## config.mk

```make
export PLATFORM = sky130hd
export DESIGN_NAME = instr_decoder
export DESIGN_NICKNAME = d
export VERILOG_FILES = /design/src/rtl/dec_pkg.sv /design/src/rtl/opcode_classifier.sv /design/src/rtl/cond_eval.sv /design/src/rtl/byte_sequencer.sv /design/src/rtl/instr_decoder.sv
export SDC_FILE = /design/constraint.sdc
export NUM_CORES = 1
export LEC_CHECK = 0
export BUFFER_PORTS_ARGS = -buffer_cell sky130_fd_sc_hd__buf_4
export CAP_MARGIN = 5
export CORE_MARGIN = 2
export CORE_UTILIZATION = 55
export DETAILED_ROUTE_END_ITERATION = 10
export GPL_ROUTABILITY_DRIVEN = 0
export HOLD_SLACK_MARGIN = 0.08
export PLACE_DENSITY = 0.8
export SLEW_MARGIN = 40
export SYNTH_ARGS = -nofsm -noshare
export SYNTH_HDL_FRONTEND = slang
export SYNTH_SLANG_ARGS = --single-unit
```

## constraint.sdc

```tcl
create_clock -name clk -period 4.2 [get_ports clk]
set_input_delay 1.26 -clock clk [delete_from_list [all_inputs] [get_ports clk]]
set_output_delay 1.26 -clock clk [all_outputs]
set_load 0.05 [all_outputs]
```

## src/rtl/dec_pkg.sv

```systemverilog
package dec_pkg;

  localparam int OPC_W  = 8;
  localparam int FLD_W  = 3;
  localparam int PORT_W = 5;
  localparam int CLS_W  = 4;

  typedef enum logic [CLS_W-1:0] {
    CL_HALT     = 4'd0,
    CL_MOVE     = 4'd1,
    CL_ALU_REG  = 4'd2,
    CL_ALU_IMM  = 4'd3,
    CL_LOAD_IMM = 4'd4,
    CL_INC      = 4'd5,
    CL_DEC      = 4'd6,
    CL_ROTATE   = 4'd7,
    CL_RETURN   = 4'd8,
    CL_RESTART  = 4'd9,
    CL_JUMP     = 4'd10,
    CL_CALL     = 4'd11,
    CL_INPUT    = 4'd12,
    CL_OUTPUT   = 4'd13,
    CL_ILLEGAL  = 4'd15
  } op_class_e;

  typedef enum logic [1:0] {
    SQ_OPCODE = 2'd0,
    SQ_BYTE2  = 2'd1,
    SQ_BYTE3  = 2'd2
  } seq_state_e;

  typedef struct packed {
    op_class_e  cls;
    logic [1:0] nops;       // operand bytes after the opcode
    logic       cond_form;  // taken depends on flags
    logic       ctrl;       // control transfer
  } op_info_t;

endpackage

```

## src/rtl/opcode_classifier.sv

```systemverilog
module opcode_classifier
  import dec_pkg::*;
(
  input  logic [OPC_W-1:0] op,
  output op_info_t         info
);

  logic [FLD_W-1:0] mid;
  logic             reg_is_acc_or_mem;

  assign mid               = op[5:3];
  assign reg_is_acc_or_mem = (mid == 3'd0) || (mid == 3'd7);

  always_comb begin
    info.cls       = CL_ILLEGAL;
    info.nops      = 2'd0;
    info.cond_form = 1'b0;
    info.ctrl      = 1'b0;
    case (op[7:6])
      2'b11: info.cls = (op == 8'hFF) ? CL_HALT : CL_MOVE;
      2'b10: info.cls = CL_ALU_REG;
      2'b01: begin
        if (op[0]) begin
          info.cls = (op[5:4] == 2'b00) ? CL_INPUT : CL_OUTPUT;
        end else begin
          info.nops      = 2'd2;
          info.ctrl      = 1'b1;
          info.cond_form = ~op[2];
          info.cls       = op[1] ? CL_CALL : CL_JUMP;
        end
      end
      default: begin
        if (op[7:1] == 7'd0) begin
          info.cls = CL_HALT;
        end else begin
          case (op[2:0])
            3'b000: info.cls = reg_is_acc_or_mem ? CL_ILLEGAL : CL_INC;
            3'b001: info.cls = reg_is_acc_or_mem ? CL_ILLEGAL : CL_DEC;
            3'b010: info.cls = op[5] ? CL_ILLEGAL : CL_ROTATE;
            3'b011: begin
              info.cls       = CL_RETURN;
              info.ctrl      = 1'b1;
              info.cond_form = 1'b1;
            end
            3'b100: begin
              info.cls  = CL_ALU_IMM;
              info.nops = 2'd1;
            end
            3'b101: begin
              info.cls  = CL_RESTART;
              info.ctrl = 1'b1;
            end
            3'b110: begin
              info.cls  = CL_LOAD_IMM;
              info.nops = 2'd1;
            end
            default: begin
              info.cls  = CL_RETURN;
              info.ctrl = 1'b1;
            end
          endcase
        end
      end
    endcase
  end

endmodule

```

## src/rtl/cond_eval.sv

```systemverilog
module cond_eval
  import dec_pkg::*;
#(
  parameter int FLAG_W = 4
) (
  input  logic [FLD_W-1:0]  cond,
  input  logic [FLAG_W-1:0] flags,
  output logic              hit
);

  localparam int SEL_W = $clog2(FLAG_W);

  logic sel_flag;

  assign sel_flag = flags[cond[SEL_W-1:0]];
  assign hit      = cond[FLD_W-1] ? sel_flag : ~sel_flag;

endmodule

```

## src/rtl/byte_sequencer.sv

```systemverilog
module byte_sequencer
  import dec_pkg::*;
(
  input  logic       clk,
  input  logic       rst_n,
  input  logic       accept,
  input  logic [1:0] nops,
  output seq_state_e state,
  output logic       last
);

  seq_state_e state_d;

  always_comb begin
    state_d = state;
    case (state)
      SQ_OPCODE: state_d = (nops != 2'd0) ? SQ_BYTE2 : SQ_OPCODE;
      SQ_BYTE2:  state_d = (nops == 2'd2) ? SQ_BYTE3 : SQ_OPCODE;
      default:   state_d = SQ_OPCODE;
    endcase
  end

  always_comb begin
    case (state)
      SQ_OPCODE: last = accept && (nops == 2'd0);
      SQ_BYTE2:  last = accept && (nops == 2'd1);
      default:   last = accept;
    endcase
  end

  always_ff @(posedge clk or negedge rst_n) begin
    if (!rst_n) begin
      state <= SQ_OPCODE;
    end else if (accept) begin
      state <= state_d;
    end
  end

endmodule

```

## src/rtl/instr_decoder.sv

```systemverilog
module instr_decoder
  import dec_pkg::*;
#(
  parameter int ADDR_W = 14,
  parameter int FLAG_W = 4
) (
  input  logic                 clk,
  input  logic                 rst_n,
  input  logic                 in_valid,
  input  logic [7:0]           in_byte,
  output logic                 in_ready,
  input  logic [FLAG_W-1:0]    flags_in,
  output logic                 rec_valid,
  output logic [3:0]           rec_class,
  output logic [2:0]           rec_dst,
  output logic [2:0]           rec_src,
  output logic [2:0]           rec_alu,
  output logic [2:0]           rec_cond,
  output logic [7:0]           rec_imm,
  output logic [ADDR_W-1:0]    rec_target,
  output logic [4:0]           rec_port,
  output logic                 rec_halt,
  output logic                 rec_taken
);

  localparam int HI_W  = ADDR_W - OPC_W;
  localparam int RST_W = FLD_W + 3;

  logic             ready_q;
  logic             accept;
  seq_state_e       state;
  logic             last;
  logic [OPC_W-1:0] op_q;
  logic [OPC_W-1:0] lo_q;
  logic [OPC_W-1:0] cur_op;
  logic [OPC_W-1:0] lo_sel;
  op_info_t         info;
  logic             hit;

  logic [CLS_W-1:0]  cls_d;
  logic [FLD_W-1:0]  dst_d, src_d, alu_d, cond_d;
  logic [OPC_W-1:0]  imm_d;
  logic [ADDR_W-1:0] tgt_d;
  logic [PORT_W-1:0] port_d;
  logic              halt_d, taken_d;

  assign accept = in_valid & ready_q;
  assign cur_op = (state == SQ_OPCODE) ? in_byte : op_q;
  assign lo_sel = (state == SQ_BYTE3) ? lo_q : in_byte;

  opcode_classifier u_cls (
    .op   (cur_op),
    .info (info)
  );

  cond_eval #(.FLAG_W(FLAG_W)) u_cond (
    .cond  (cur_op[5:3]),
    .flags (flags_in),
    .hit   (hit)
  );

  byte_sequencer u_seq (
    .clk    (clk),
    .rst_n  (rst_n),
    .accept (accept),
    .nops   (info.nops),
    .state  (state),
    .last   (last)
  );

  // record fields, zero where the class does not use them
  always_comb begin
    cls_d   = info.cls;
    dst_d   = '0;
    src_d   = '0;
    alu_d   = '0;
    cond_d  = info.cond_form ? cur_op[5:3] : '0;
    imm_d   = '0;
    tgt_d   = '0;
    port_d  = '0;
    halt_d  = (info.cls == CL_HALT);
    taken_d = info.cond_form ? hit : info.ctrl;
    case (info.cls)
      CL_MOVE:                  begin dst_d = cur_op[5:3]; src_d = cur_op[2:0]; end
      CL_ALU_REG:               begin alu_d = cur_op[5:3]; src_d = cur_op[2:0]; end
      CL_ALU_IMM:               begin alu_d = cur_op[5:3]; imm_d = in_byte; end
      CL_LOAD_IMM:              begin dst_d = cur_op[5:3]; imm_d = in_byte; end
      CL_INC, CL_DEC:           dst_d = cur_op[5:3];
      CL_ROTATE:                alu_d = cur_op[5:3];
      CL_JUMP, CL_CALL:         tgt_d = {in_byte[HI_W-1:0], lo_sel};
      CL_RESTART:               tgt_d = {{(ADDR_W-RST_W){1'b0}}, cur_op[5:3], 3'b000};
      CL_INPUT:                 port_d = {{(PORT_W-3){1'b0}}, cur_op[3:1]};
      CL_OUTPUT:                port_d = cur_op[5:1];
      default:                  ;
    endcase
  end

  always_ff @(posedge clk or negedge rst_n) begin
    if (!rst_n) begin
      ready_q   <= 1'b0;
      rec_valid <= 1'b0;
    end else begin
      ready_q   <= 1'b1;
      rec_valid <= last;
    end
  end

  always_ff @(posedge clk) begin
    if (accept && (state == SQ_OPCODE)) begin
      op_q <= in_byte;
    end
    if (accept && (state == SQ_BYTE2)) begin
      lo_q <= in_byte;
    end
  end

  always_ff @(posedge clk) begin
    if (last) begin
      rec_class  <= cls_d;
      rec_dst    <= dst_d;
      rec_src    <= src_d;
      rec_alu    <= alu_d;
      rec_cond   <= cond_d;
      rec_imm    <= imm_d;
      rec_target <= tgt_d;
      rec_port   <= port_d;
      rec_halt   <= halt_d;
      rec_taken  <= taken_d;
    end
  end

  assign in_ready = ready_q;

endmodule

```

==> metrics.md, run 1 <==
| Metric | Value |
|---|---|
| Synth top area cells | `edfxtp_1 (59%), mux2i_1 (5.2%), nor2_1 (3.6%), dfrtp_1 (3.2%), and2_1 (3.0%)` |
| Largest net degree at the start of global routing | `34` |
| Fin crit share | `0.797` |
| Critical path class | `reg -> reg` |
| Skew final | `0.00606 ns` |
| RSZ-0062 raised after global routing | `false` |
| Hold buffer count at CTS | `0` |
| Worst hold slack | `0.578 ns` |
| Synth Register Bits | `65` |
| Nets | `320` |
| Worst Path Max Fanout | `33` |
| DR iter-0 viols | `224` |
| Grt ovf | `0` |
| Clock buffer count from CTS | `9` |
| LEAKAGE | `1.43 nW` |
| CP startpoint kind | `register` |
| Wire per inst | `17.5 um` |
| Area Overhead vs Synth | `22.3%` |
| Mapped Area | `3100 sq um` |
| Post-Route Utilization | `0.692` |
| Hold Crit Class | `reg -> reg` |
| Compound-gate portion of the synthesized area | `0.129` |
| R2R cell count | `8` |
| Max Slew Vio Count | `0` |
| Die X | `79.1 um` |
| Power per cell area | `470 nW/um^2` |
| Post-layout worst setup margin | `0.854 ns` |
| Max_slew headroom | `0.565` |
| Vias per cell | `5.77` |
| FP Rows | `27` |
| Post-synth EDFFs | `61` |
| Clock latency on the worst-skew pair | `0.34 ns` |
| Post-CTS Resized | `0` |
| F_max | `299 MHz` |
| Fin area | `3790 sq um` |
| IO Count | `62` |
| Via count | `2203` |
| Seq/Total Area, Yosys | `0.624` |
| Syn Nets | `252` |
| Status | `finished clean` |
| Max-cap check violation count | `0` |
| Fin. Hold Viols | `0` |
| R2r setup slk | `0.85 ns` |
| Max VDD drop | `0.268 mV` |
| Setup_tns | `0 ns` |
| Predominant post-synthesis flop cell | `edfxtp_1` |
| Number of antenna cells inserted | `0` |
| WP data arrival | `3.35 ns` |
| Vias in the first global route | `2103` |
| Pre-Repair DR Iteration Count | `4` |
| Routed Antenna Nets | `0` |
| Post-synthesis adder-cell area fraction | `0` |
| Core ar. | `5470 sq um` |
| CTS max path bufs | `2` |
| Final min period | `3.35 ns` |
| XOR/XNOR Fraction of Synth Area | `0.00283` |
| Final WL | `6670 um` |
| Residual DRC | `0` |
| Commonest cells after routing, fill and taps aside | `buf_4 (70), edfxtp_1 (61), nor2_1 (29)` |
| Main combinational cell family by area after synthesis | `simple AND/OR/NAND/NOR gates` |
| CTS tree | `built` |
| Die Y | `79.1 um` |
| Area post-placement | `3620 sq um` |
| Tightest Pin Transition | `0.652 ns` |
| CTS clk-pin slew, worst paths | `0.07 ns` |
| Initial core utilization | `0.566` |
| Req. time, crit path | `4.20 ns` |
| DP Wirelength | `4710 um` |
| Yosys warning count | `0` |
| Setup Viol. Count Final | `0` |
| DP Worst Slack | `0.641 ns` |
| Antenna violations before repair | `0` |
| Share of cells above drive strength 1 | `0.316` |
| # H-tree levels | `3` |
| Most common cell after layout, fill and taps aside | `buf_4` |
| Worst Setup End Kind | `register` |
| Area leader, netlist | `edfxtp_1` |
| Port bufs | `61` |
| GRT Overall Usage | `0.231` |
| Gate Count Post-Synth | `237` |
| Simple-gate area share of the yosys netlist | `0.149` |
| Post-CTS Setup Bufs | `0` |
| Asr flop ratio synth | `0.0615` |
| CTS sink cnt | `65` |
| Multiplexer share of the synthesized area | `0.0590` |
| Library cells used by synthesis | `56` |
| First-pass GRT wire length | `10600 um` |
| Root Driver | `clkbuf_8` |
| WHS Path Cells | `2` |
| Die footprint | `6250 sq um` |
| Mean Syn Cell Area | `13.1 sq um` |
| Synth top area share | `0.591` |
-- synth_stat cells, types with 2 or more instances --
master / n
buf_2: 2
clkbuf_1: 4
inv_1: 4
a211o_1: 2
mux2_2: 2
nor4_1: 3
o21ai_1: 2
edfxtp_1: 61
nor3_1: 6
dfrtp_1: 4
or2_1: 4
o21a_1: 3
o21ai_0: 6
nor2_1: 30
a21oi_2: 2
nand2_1: 7
a22o_1: 2
nor3b_1: 5
buf_6: 6
nand2b_1: 3
nor2b_1: 4
and2_1: 15
o32ai_1: 3
o211ai_1: 3
mux2i_1: 16
a21oi_1: 8
-- state kept, by name, summed over array words and instances, names as in the netlist, 4 cells and up --
register / flops
rec_target: 14
lo_q: 8
op_q: 8
rec_imm: 8
rec_port: 5
rec_class: 4
-- worst max-delay path: stages, from the launching register on --
cell and delay, ns:
dfrtp_1 0.72, or2_1 0.37, buf_4 0.27, mux2_2 0.39, and3_1 0.28, or2_1 0.28
o21ai_0 0.17, o21ba_2 0.16, buf_4 0.35
-- power breakdown --
part	switching [W]	leakage [nW]	total, W	internal [W]
Sequential	0.0000295	0.628	0.000811	0.000782
Combinational	0.000350	0.714	0.000517	0.000168
Clock	0.000223	0.0834	0.000451	0.000229
-- routing by layer --
layer,wire length [um],vias to the layer above,GRT usage
met1,2810,1062,0.320
met4,116,0,0.102
met5,0,-,0
met2,3330,89,0.356
met3,411,15,0.0455
li1,-,1037,-
-- cell type report --
| class | instances | area [sq um] |
|---|---|---|
| multi-input cells | 155 | 1060 |
| repair buffers | 70 | 526 |
| fillers | 419 | 1680 |
| inverters | 4 | 15.0 |
| well taps | 72 | 90.1 |
| clock buffers | 13 | 149 |
| clock inverters | 3 | 17.5 |
| flip-flops and latches | 65 | 1930 |
-- path summary, 6_finish.rpt --
kind | from | to
setup / recovery | u_seq.state[0] | rec_halt
hold / removal | lo_q[2] | rec_target[2]
setup reg to reg | u_seq.state[0] | rec_halt
hold reg to reg | lo_q[2] | rec_target[2]
max in group asynchronous | rst_n | u_seq.state[0]
min in group asynchronous | rst_n | in_ready
-- through the flow --
stage	std cells	total power, W
floorplan	237	0.00120
global placement	366	0.00132
detailed placement	366	0.00134
CTS	382	0.00178
global route	382	0.00185
finish	382	0.00178
-- kinds of logic (layout without fill, tap and decap cells) --
| group | after synthesis | in the layout |
|---|---|---|
| mux | 18 | 18 |
| xor+xnor | 1 | 1 |
| other cells | 1 | 1 |
| compound gates | 50 | 50 |
| flops | 65 | 65 |
| buf+inv | 17 | 90 |
| simple gates | 85 | 85 |
(Power assumes the default switching activity.)
==> inputs of run 2 (changes only) <==
--- a/config.mk
+++ b/config.mk
@@ -5,14 +5,15 @@
 export SDC_FILE = /design/constraint.sdc
 export NUM_CORES = 1
 export LEC_CHECK = 0
+export ABC_AREA = 1
 export BUFFER_PORTS_ARGS = -buffer_cell sky130_fd_sc_hd__buf_4
 export CAP_MARGIN = 5
 export CORE_MARGIN = 2
-export CORE_UTILIZATION = 55
+export CORE_UTILIZATION = 54
 export DETAILED_ROUTE_END_ITERATION = 10
 export GPL_ROUTABILITY_DRIVEN = 0
 export HOLD_SLACK_MARGIN = 0.08
-export PLACE_DENSITY = 0.8
+export PLACE_DENSITY = 0.79
 export SLEW_MARGIN = 40
 export SYNTH_ARGS = -nofsm -noshare
 export SYNTH_HDL_FRONTEND = slang
==> constraint.sdc (replaced) <==
create_clock -name clk -period 3.1 [get_ports clk]
set_input_delay 0.93 -clock clk [delete_from_list [all_inputs] [get_ports clk]]
set_output_delay 0.93 -clock clk [all_outputs]
set_load 0.05 [all_outputs]
==> run 2 against run 1 <==
First-iteration DRC count down 32%. Flip-flop and latch count unchanged. Sequential power up 54%. Global-route usage down 0.77 points. Combinational power rose to 3.2 times the previous value. Cell count up 9.9%. Critical path depth up 2. Setup slack worse by 0.097 ns. Clock power up 87%. Cell area down 1.2%. Critical endpoint is now rec_target[1]. Largest cell class unchanged. Largest power group is now combinational logic.
==> metrics.md, run 2 <==
| Metric | Value |
|---|---|
| Power per cell area | `1000 nW/um^2` |
| Req. time, crit path | `3.18 ns` |
| Via count | `2213` |
| RR Endpoint | `rec_target[1]` |
| Fin crit share | `0.756` |
| Asr flop ratio synth | `0.0615` |
| Seq/Total Area, Yosys | `0.661` |
| Vias per cell | `5.27` |
| Synth cell count leaders | `edfxtp_1 (61), nand2_1 (58), nor2_1 (50)` |
| Tightest Pin Transition | `0.513 ns` |
| Mapped Area | `2920 sq um` |
| Yosys warning count | `0` |
| Fin. Hold Viols | `0` |
| Port bufs | `61` |
| Most common cell after layout, fill and taps aside | `buf_4` |
| Skew final | `0.00454 ns` |
| CTS tree | `built` |
| Setup_tns | `0 ns` |
| Largest net degree at the start of global routing | `47` |
| Library cells used by synthesis | `30` |
| Max reg flops | `14` |
| Core ar. | `5170 sq um` |
| R2r setup slk | `0.76 ns` |
| RSZ-0062 raised after global routing | `false` |
| Die Y | `77.6 um` |
| Max-cap check violation count | `0` |
| FP Rows | `26` |
| Max_slew headroom | `0.657` |
| Vias in the first global route | `2136` |
| Die footprint | `6010 sq um` |
| Area leader, netlist | `edfxtp_1` |
| Setup Viol. Count Final | `0` |
| CTS max path bufs | `2` |
| DP Wirelength | `4330 um` |
| Max VDD drop | `0.536 mV` |
| Net Sw Frac | `0.421` |
| Initial core utilization | `0.565` |
| CP startpoint kind | `register` |
| Hold buffer count at CTS | `0` |
| Final WL | `6150 um` |
| CTS sink cnt | `65` |
| Die X | `77.6 um` |
| Wire per inst | `14.6 um` |
| GRT Overall Usage | `0.223` |
| # H-tree levels | `3` |
| Antenna violations before repair | `0` |
| Clk network pwr share | `0.225` |
| Commonest cells after routing, fill and taps aside | `buf_4 (64), edfxtp_1 (61), nand2_1 (57)` |
| Worst Path Max Fanout | `46` |
| Share of cells above drive strength 1 | `0.314` |
| Root Driver | `clkbuf_8` |
| Gate Count Post-Synth | `272` |
| Max Slew Vio Count | `0` |
| Origin of the critical flop-to-flop path | `u_seq.state[1]` |
| Pre-Repair DR Iteration Count | `5` |
| Clock buffer count from CTS | `9` |
| Internal power | `0.00217 W` |
| Worst Setup End Kind | `register` |
| Nets | `360` |
| Residual DRC | `0` |
| DR iter-0 viols | `153` |
| Status | `finished clean` |
| Post-CTS Setup Bufs | `0` |
| F_max | `427 MHz` |
| Psw | `0.00158 W` |
| CTS clk-pin slew, worst paths | `0.07 ns` |
| Final min period | `2.34 ns` |
| Clock latency on the worst-skew pair | `0.35 ns` |
| Tot Pwr | `0.00375 W` |
| Hold Crit Class | `in -> async` |
| WP data arrival | `2.43 ns` |
| Seq pwr share | `0.333` |
| Synth top area share | `0.627` |
| Synth top area cells | `edfxtp_1 (63%), nand2_1 (7.5%), nor2_1 (6.4%), dfrtp_1 (3.4%), inv_1 (3.0%)` |
| Largest Register | `rec_target` |
| Grt ovf | `0` |
| R2R cell count | `10` |
| Routed Antenna Nets | `0` |
| Gate power share | `0.441` |
| Post-CTS Resized | `0` |
| Critical path class | `reg -> reg` |
| Synth Register Bits | `65` |
| LEAKAGE | `1.61 nW` |
| First-pass GRT wire length | `10000 um` |
| IO Count | `62` |
| Post-synth EDFFs | `61` |
| Syn Nets | `287` |
| Top-count cell post-synth | `edfxtp_1` |
| Predominant post-synthesis flop cell | `edfxtp_1` |
| Mean Syn Cell Area | `10.7 sq um` |
| Area Overhead vs Synth | `28.1%` |
| Number of antenna cells inserted | `0` |
[run 2: critical path, cell delays in order (launching register included)]
cell and delay (ns):
dfrtp_1 0.47, nor2_4 0.16, buf_4 0.25, nand2_1 0.09
o21ai_2 0.11, nand2_2 0.12, nor3_2 0.18, inv_2 0.12
a21oi_1 0.28, nor3_4 0.07, buf_12 0.20
[run 2: worst max-delay path by stage]
stage,startpoint,endpoint,slack (ns),cells past startpoint
after detailed placement,in_byte[6],rec_taken,0.51,9
final,u_seq.state[1],rec_target[1],0.76,10
after floorplan,in_byte[7],rec_alu[0],0.001,7
after global placement,in_byte[6],rec_taken,0.58,9
after CTS,u_seq.state[1],rec_cond[1],0.78,9
after global routing,u_seq.state[1],rec_taken,0.58,9
[run 2: logic make-up (layout without fill, tap and decap cells)]
group | after synthesis | after routing | synth area share
buf+inv | 29 | 107 | 0.0398
simple gates | 149 | 149 | 0.234
xor+xnor | 1 | 1 | 0.00300
flops | 65 | 65 | 0.661
other cells | 1 | 1 | 0.00128
compound gates | 27 | 27 | 0.0608
[run 2: area by class of cell]
cell class                      count  area, sq um
Timing Repair Buffer               65          500
Clock inverter                      6          106
Clock buffer                       10          128
Sequential cell                    65         1930
Multi-Input combinational cell    178          891
Inverter                           26         97.6
Tap cell                           70         87.6
Fill cell                         358         1430
[run 2: layer usage]
layer  routed length [um]  up-vias  track usage
met5                    0        -            0
met4                  151        0        0.141
met3                  385       16       0.0488
met2                 3070       92        0.362
met1                 2540     1045        0.271
li1                     -     1060            -
[run 2: power by group through the flow]
stage | Clock [W] | Combinational [W] | Sequential, W
floorplan | 0 | 0.000791 | 0.00169
global placement | 0 | 0.00162 | 0.00127
detailed placement | 0 | 0.00165 | 0.00127
CTS | 0.000858 | 0.00165 | 0.00125
global route | 0.000889 | 0.00179 | 0.00126
finish | 0.000845 | 0.00165 | 0.00125
[run 2: stage by stage]
stage / cells / hold slack [ns] / setup slack, ns / cell area (sq um) / utilization
6_report: 420 / 0.363 / 0.756 / 3740 / 0.724
2_1_floorplan: 272 / 0.550 / 0.00101 / 2940 / -
4_1_cts: 420 / 0.353 / 0.780 / 3740 / 0.724
5_1_grt: 420 / 0.358 / 0.577 / 3740 / 0.724
3_5_place_dp: 404 / 0.567 / 0.510 / 3510 / 0.678
3_3_place_gp: 404 / 0.567 / 0.577 / 3510 / 0.678
